`config.mk`:
```
export PLATFORM = sky130hd
export DESIGN_NAME = spi_cmd_rx
export DESIGN_NICKNAME = d
export VERILOG_FILES = /design/src/rtl/spi_cmd_pkg.sv /design/src/rtl/spi_in_sync.sv /design/src/rtl/spi_word_framer.sv /design/src/rtl/cmd_regfile.sv /design/src/rtl/spi_cmd_rx.sv
export SDC_FILE = /design/constraint.sdc
export NUM_CORES = 1
export LEC_CHECK = 0
export BUFFER_PORTS_ARGS = -buffer_cell sky130_fd_sc_hd__buf_2
export CAP_MARGIN = 20
export CORE_MARGIN = 2
export CORE_UTILIZATION = 45
export DETAILED_ROUTE_END_ITERATION = 16
export GPL_ROUTABILITY_DRIVEN = 0
export GPL_TIMING_DRIVEN = 0
export PLACE_DENSITY_LB_ADDON = 0.15
export SYNTH_ARGS = -nofsm -noshare
export SYNTH_HDL_FRONTEND = slang
export SYNTH_SLANG_ARGS = --single-unit
```
`constraint.sdc`:
```
create_clock -name clk -period 3.05 [get_ports clk]
set_clock_uncertainty 0.05 [all_clocks]
set_input_delay 0.61 -clock clk [delete_from_list [all_inputs] [get_ports clk]]
set_output_delay 0.61 -clock clk [all_outputs]
set_load 0.01 [all_outputs]
```
`src/rtl/spi_cmd_pkg.sv`:
```
`timescale 1ns/1ps
package spi_cmd_pkg;

    localparam int CMD_W   = 4;
    localparam int DATA_W  = 12;
    localparam int WORD_W  = CMD_W + DATA_W;
    localparam int CNT_W   = $clog2(WORD_W + 2);
    localparam int RF_DEPTH = 1 << CMD_W;

    typedef struct packed {
        logic [CMD_W-1:0]  op;
        logic [DATA_W-1:0] arg;
    } cmd_word_t;

    // Saturating increment: stops one past a full word to flag overrun
    function automatic logic [CNT_W-1:0] bump_count(input logic [CNT_W-1:0] c);
        if (c == CNT_W'(WORD_W + 1))
            return c;
        return c + CNT_W'(1);
    endfunction

endpackage

```
`src/rtl/spi_in_sync.sv`:
```
`timescale 1ns/1ps
module spi_in_sync #(
    parameter int          NSIG    = 3,
    parameter int          STAGES  = 2,
    parameter logic [NSIG-1:0] RST_VAL = '0
) (
    input  logic            clk,
    input  logic            rst,
    input  logic [NSIG-1:0] din,
    output logic [NSIG-1:0] level,
    output logic [NSIG-1:0] rise,
    output logic [NSIG-1:0] fall
);

    generate
        for (genvar g = 0; g < NSIG; g++) begin : g_sig
            logic [STAGES:0] chain;

            always_ff @(posedge clk) begin
                if (rst)
                    chain <= {(STAGES+1){RST_VAL[g]}};
                else
                    chain <= {chain[STAGES-1:0], din[g]};
            end

            assign level[g] = chain[STAGES-1];
            assign rise[g]  = chain[STAGES-1] & ~chain[STAGES];
            assign fall[g]  = ~chain[STAGES-1] & chain[STAGES];
        end
    endgenerate

endmodule

```
`src/rtl/spi_word_framer.sv`:
```
`timescale 1ns/1ps
module spi_word_framer
    import spi_cmd_pkg::*;
(
    input  logic      clk,
    input  logic      rst,
    input  logic      sclk_rise,
    input  logic      mosi_lvl,
    input  logic      sel_lvl_n,
    input  logic      sel_end,
    output logic      word_ok,
    output cmd_word_t word_q
);

    logic [WORD_W-1:0] shreg;
    logic [CNT_W-1:0]  nbits;

    always_ff @(posedge clk) begin
        if (rst) begin
            shreg   <= '0;
            nbits   <= '0;
            word_ok <= 1'b0;
            word_q  <= '0;
        end else begin
            word_ok <= 1'b0;
            if (!sel_lvl_n) begin
                if (sclk_rise) begin
                    shreg <= {shreg[WORD_W-2:0], mosi_lvl};
                    nbits <= bump_count(nbits);
                end
            end else begin
                nbits <= '0;
            end
            if (sel_end && nbits == CNT_W'(WORD_W)) begin
                word_ok <= 1'b1;
                word_q  <= cmd_word_t'(shreg);
            end
        end
    end

endmodule

```
`src/rtl/cmd_regfile.sv`:
```
`timescale 1ns/1ps
module cmd_regfile
    import spi_cmd_pkg::*;
#(
    parameter int MODE_CMD = 1,
    parameter int MODE_W   = 8
) (
    input  logic              clk,
    input  logic              rst,
    input  logic              wr_en,
    input  cmd_word_t         wr_word,
    input  logic [CMD_W-1:0]  rd_sel,
    output logic [DATA_W-1:0] rd_data,
    output logic [MODE_W-1:0] mode_cfg
);

    logic [DATA_W-1:0] regs [RF_DEPTH];

    generate
        for (genvar e = 0; e < RF_DEPTH; e++) begin : g_ent
            always_ff @(posedge clk) begin
                if (rst)
                    regs[e] <= '0;
                else if (wr_en && wr_word.op == CMD_W'(e))
                    regs[e] <= wr_word.arg;
            end
        end
    endgenerate

    assign rd_data  = regs[rd_sel];
    assign mode_cfg = regs[MODE_CMD][MODE_W-1:0];

endmodule

```
`src/rtl/spi_cmd_rx.sv`:
```
`timescale 1ns/1ps
module spi_cmd_rx
    import spi_cmd_pkg::*;
#(
    parameter int MODE_CMD    = 1,
    parameter int MODE_W      = 8,
    parameter int SYNC_STAGES = 2
) (
    input  logic              clk,
    input  logic              rst,
    input  logic              spi_sclk,
    input  logic              spi_mosi,
    input  logic              spi_cs_n,
    input  logic [3:0]        rd_sel,
    output logic [11:0]       rd_data,
    output logic              cmd_valid,
    output logic [3:0]        cmd_code,
    output logic [11:0]       cmd_data,
    output logic [7:0]        mode_cfg
);

    localparam int IX_SCLK = 0;
    localparam int IX_MOSI = 1;
    localparam int IX_SEL  = 2;

    logic [2:0] s_lvl, s_rise, s_fall;
    logic       frm_ok;
    cmd_word_t  frm_word;

    spi_in_sync #(
        .NSIG    (3),
        .STAGES  (SYNC_STAGES),
        .RST_VAL (3'b100)
    ) u_sync (
        .clk   (clk),
        .rst   (rst),
        .din   ({spi_cs_n, spi_mosi, spi_sclk}),
        .level (s_lvl),
        .rise  (s_rise),
        .fall  (s_fall)
    );

    spi_word_framer u_frm (
        .clk       (clk),
        .rst       (rst),
        .sclk_rise (s_rise[IX_SCLK]),
        .mosi_lvl  (s_lvl[IX_MOSI]),
        .sel_lvl_n (s_lvl[IX_SEL]),
        .sel_end   (s_rise[IX_SEL]),
        .word_ok   (frm_ok),
        .word_q    (frm_word)
    );

    cmd_regfile #(
        .MODE_CMD (MODE_CMD),
        .MODE_W   (MODE_W)
    ) u_rf (
        .clk      (clk),
        .rst      (rst),
        .wr_en    (frm_ok),
        .wr_word  (frm_word),
        .rd_sel   (rd_sel),
        .rd_data  (rd_data),
        .mode_cfg (mode_cfg)
    );

    assign cmd_valid = frm_ok;
    assign cmd_code  = frm_word.op;
    assign cmd_data  = frm_word.arg;

    logic unused_fall;
    assign unused_fall = ^s_fall;

endmodule

```
[After elaboration in Yosys (flattened, before gate mapping)]
Memory sizes are Yosys's and may differ from the RTL's.
Cells that the tools add are included.
Word-level totals
  bits in latches: 0
  bits in read-only memories: 0
  word-level logic and storage cells: 142
  input port bits: 9
  memory bits (writable): 192
  output and inout bits: 37
  flip-flop bits (word level): 46
  memories kept: 1
Memory list
  u_rf.regs: words 16, bits a word 12, read ports 2, clocked after memory_dff 0, wr ports 16, RTL line cmd_regfile.sv:17  | logic [DATA_W-1:0] regs [RF_DEPTH];
Cells by class
  multiply operators: 0
  divide/modulo/power cells: 0
  $add $sub $neg: 1
  $lt $le $gt $ge: 0
  shifts and indexed selects: 0
  mux-type cells: 72
  eq/ne operators: 18
  bitwise gates (word level): 21
  reduce and logical (&&, ||, !) cells: 21
Operators with widths (count)
  $mux 12: 16
  $mux 1: 55
  $eq 4x4->1 const B: 8
  $logic_and 1x1->1: 17
  $eq 4x3->1 const B: 4
  $or 1x1->1: 16
  $eq 5x5->1 const B: 2
  $eq 4x2->1 const B: 2
  $add 5x1->5 const B: 1
  $mux 5: 1
  $eq 4x1->1 const B: 1
  $logic_not 4->1: 1
  $reduce_and 2->1: 2
  $not 1->1: 3
  $and 1x1->1: 2
  $ne 2x2->1 const B: 1
  $reduce_or 2->1: 1

[Logic depth before layout (Yosys ltp)]
  depth in word-level cells: 7
  depth in mapped cells: 7
  depth with buffers taken out: 5

[Modules after synthesis]
Synthesis repeated with hierarchy kept, for this count alone.
Unflattened totals
  cells, all modules: 773
  area total of the unflattened synthesis: 10988.0 sq um
By module, submodules not included
  cmd_regfile: area each 9107.5 sq um, times used 1, seq. area each 5765.5 sq um, cells an instance 572
  spi_word_framer: area each 1584.0 sq um, times used 1, seq. area each 760.7 sq um, cells an instance 174
  spi_in_sync: area each 296.5 sq um, times used 1, seq. area each 180.2 sq um, cells an instance 27

[Worst setup path before layout]
No wires, ideal clock.
  kind: input-to-output
  from: in rd_sel[0]
  to: out rd_data[3]
  arrival time: 1672 ps
  data required time: 2390 ps
  slack: 718 ps
  cell stages on the path: 5
  buffers on the path: 2
  cell sequence: buf_6 > buf_12 > mux4_1 > a22oi_1 > nand2_1
On the way
  cells in the longest elaborated chain, start to end: 1
RTL lines
  start: declaration: RTL line spi_cmd_rx.sv:14  | input logic [3:0] rd_sel,
  $mem_v2 16x12
  end: declaration: RTL line spi_cmd_rx.sv:15  | output logic [11:0] rd_data,
No other way between the ends.

==> metrics.md <==
| Metric | Value |
|---|---|
| Status | `completed` |
| Pwr Total | `a little under 7 mW` |
| Synth unique cells | `39` |
| Share of cells above drive strength 1 | `18.2%` |
| Ports | `46` |
| Die width | `159 um` |
| Post_cts resized | `0` |
| Power Density | `between 500 and 600 nW/um^2` |
| Max transition margin | `36.9%` |
| CTS tree | `built` |
| Sequential area share after synthesis | `approximately three fifths` |
| CP Data Arrival Time | `between 2000 and 2500 ps` |
| FF+latch area | `between 6000 and 7000 sq um` |
| Adder-cell area share of the yosys netlist | `less than 1%` |
| CTS buffer count | `25` |
| Fmax | `about 360 MHz` |
| Final period utilization | `between 90 and 100%` |
| Area of the multi-input gates | `around 3700 sq um` |
| EDFF count, synth | `around 190` |
| Post-CTS Hold Fix Bufs | `0` |
| H-tree depth | `1` |
| # DRC | `0` |
| Vias in the first global route | `6771` |
| Top cells by count, synth | `and2_1 (193), edfxtp_1 (192), nand2_1 (48)` |
| Detail Route met2 WL | `around 13 mm` |
| DR vias/cell | `roughly 5.4` |
| Crit end category | `output port` |
| Post-synth top area cell | `edfxtp_1` |
| Vias post-DR | `around 6500` |
| GRT Util Overall | `approximately a fifth` |
| Die height | `159 um` |
| Synth Area per Inst | `14.0 sq um` |
| Seq pwr share | `52.4%` |
| XOR/XNOR Fraction of Synth Area | `0%` |
| Async SR Flop Fraction | `0%` |
| Tmin final | `between 2000 and 3000 ps` |
| Pre-CTS WS | `242 ps` |
| Sw power | `about 1.4 mW` |
| CP Data Required Time | `approximately 2400 ps` |
| Hold_ws | `between 200 and 250 ps` |
| Initial Utilization | `about 46%` |
| Cell-internal power | `~5.5 mW` |
| Count leader, synth | `and2_1` |
| Worst setup slack after layout | `about 260 ps` |
| CTS sink count | `roughly 240` |
| Worst-path fanout max | `2` |
| Largest net degree at the start of global routing | `14` |
| First-pass GRT wire length | `39.6 mm` |
| Grt total ovfl | `0` |
| Clk pin slew, worst setup/hold paths | `about 60 ps` |
| Core region area | `23500 sq um` |
| Worst-Margin Slew | `between 900 and 1000 ps` |
| Fin. max-slew vios | `0` |
| Initial antenna violation count | `3` |
| Unrepaired setup endpoints after global routing | `false` |
| Met3 wire len | `about 1.6 mm` |
| Number of port buffers | `43` |
| WL/cell | `roughly 22 um` |
| CTS Root Buffer Type | `clkbuf_16` |
| Fin util | `a little over half` |
| Cells after Synth | `771` |
| Core Rows | `56` |
| Sw frac | `20.9%` |
| Worst-Skew Late Latency | `around 520 ps` |
| DRT Pass-1 Iters | `7` |
| Area contributors post-synth | `edfxtp_1 (53%), and2_1 (11%), dfxtp_1 (8.5%), mux4_1 (6.8%), mux4_2 (4.2%)` |
| Nets | `about 870` |
| Synthesis Warnings | `0` |
| P&R area growth vs syn | `14.3%` |
| Main combinational cell family by area after synthesis | `simple AND/OR/NAND/NOR gates` |
| Met1 wire length | `10.8 mm` |
| Setup Buffers After CTS | `0` |
| Starting DRT DRC Count | `about 590` |
| WL final | `~26 mm` |
| Top sig layer | `met4` |
| Placed wire-length estimate | `around 19 mm` |
| Total negative slack | `0 ps` |
| Yosys top cell area share | `a little over half` |
| Part of the power in combinational logic | `under 10%` |
| Pleak | `4.58 nW` |
| Post-Syn Nets | `between 700 and 800` |
| DIE AREA | `~25000 sq um` |
| Fill count | `2079` |
| Post-synthesis compound-gate area fraction | `5.46%` |
| Netlist Area Pre-Place | `~11000 sq um` |
| Max VDD drop | `roughly 0.42 mV` |
| Final Hold Viols | `0` |
| DRT antenna net count | `0` |
| Setup violators final | `0` |
| CTS Buffer Depth | `3` |
| Ys flop type | `edfxtp_1` |
| CP Launch Type | `flip-flop` |
| Post-synthesis mux area share | `11.0%` |
| Worst setup path category | `reg2out` |
| Simple-gate portion of the synthesized area | `between 15 and 20%` |
| HP Class | `in2reg` |
| Yosys reg bits | `238` |
| Clk pwr share | `between 40% and 50%` |
| Max_cap viols | `0` |
==> metal layers <==
metal  track usage, %  up-vias
li1                 -     3002
met1             27.3     3220
met2             34.6      198
met3             3.31       48
met4             7.02        0
met5                0        -
==> layout by cell type (no fill, tap or decap), types with 6 or more instances in the layout <==
master and n:
clkbuf_16 25, a21oi_1 37, o21ai_0 12, mux4_1 28, clkbuf_1 45, nand3_1 19
buf_2 47, buf_6 10, o21bai_1 16, nor2_1 14, clkbuf_8 11, dfxtp_1 46
and2_1 193, buf_4 21, edfxtp_1 192, mux4_2 20, nor2b_1 6, o21ai_1 9
a22oi_1 24, nand2_1 48
==> state kept, by name (all words and copies together), names as in the netlist <==
signal / flops
u_frm.shreg: 16
u_frm.nbits: 5
u_frm.word_q: 16
u_frm.word_ok: 1
u_sync.g_sig.chain: 8
u_rf.regs: 192
==> power by group through the flow <==
stage               combinational [mW]  sequential (mW)  clock (mW)
floorplan                        0.234             3.67           0
global placement                 0.350             3.68           0
detailed placement               0.373             3.68           0
CTS                              0.374             3.61        2.96
global route                     0.392             3.62        3.08
finish                           0.368             3.61        2.91
==> cells by family (layout without fill, tap and decap cells) <==
group                      count (synthesis)  count (layout)
and+or+nand+nor                          312             312
DFF                                      238             238
AOI/OAI and AO/OA                         98              98
buffers and inverters                     72             177
muxes                                     48              48
adders and majority gates                  3               3
other                                      0               2
==> worst max-delay path, cell delays in order, from the launching register on <==
cell	delay, ps
edfxtp_1	380
mux4_1	580
a22oi_1	330
nand2_1	150
buf_2	160
==> final timing paths <==
| kind | slack (ps) | cells past startpoint | end | start |
|---|---|---|---|---|
| setup / recovery | 260 | 4 | rd_data[1] | u_rf.regs[1][1] |
| hold / removal | 240 | 2 | u_sync.g_sig[2].chain[0] | spi_cs_n |
| setup reg to reg | 790 | 4 | u_rf.regs[12][9] | u_frm.word_q[12] |
| hold reg to reg | 360 | 1 | u_sync.g_sig[2].chain[1] | u_sync.g_sig[2].chain[0] |
==> metrics by stage <==
step | cells | cell area, sq um
after floorplan | 771 | 10800
after global placement | 1133 | 11400
after detailed placement | 1148 | 11600
after CTS | 1194 | 12300
after global routing | 1195 | 12300
final | 1197 | 12400
==> cell type report <==
cell class | instances | share of cell area (%)
Sequential cell | 238 | 54.1
Multi-Input combinational cell | 461 | 29.7
Clock buffer | 37 | 5.78
Buffer | 69 | 3.61
Tap cell | 319 | 3.23
Timing Repair Buffer | 59 | 2.87
Clock inverter | 9 | 0.577
Inverter | 3 | 0.0912
Antenna cell | 2 | 0.0405
No activity file was read; power rests on OpenSTA's default activity.
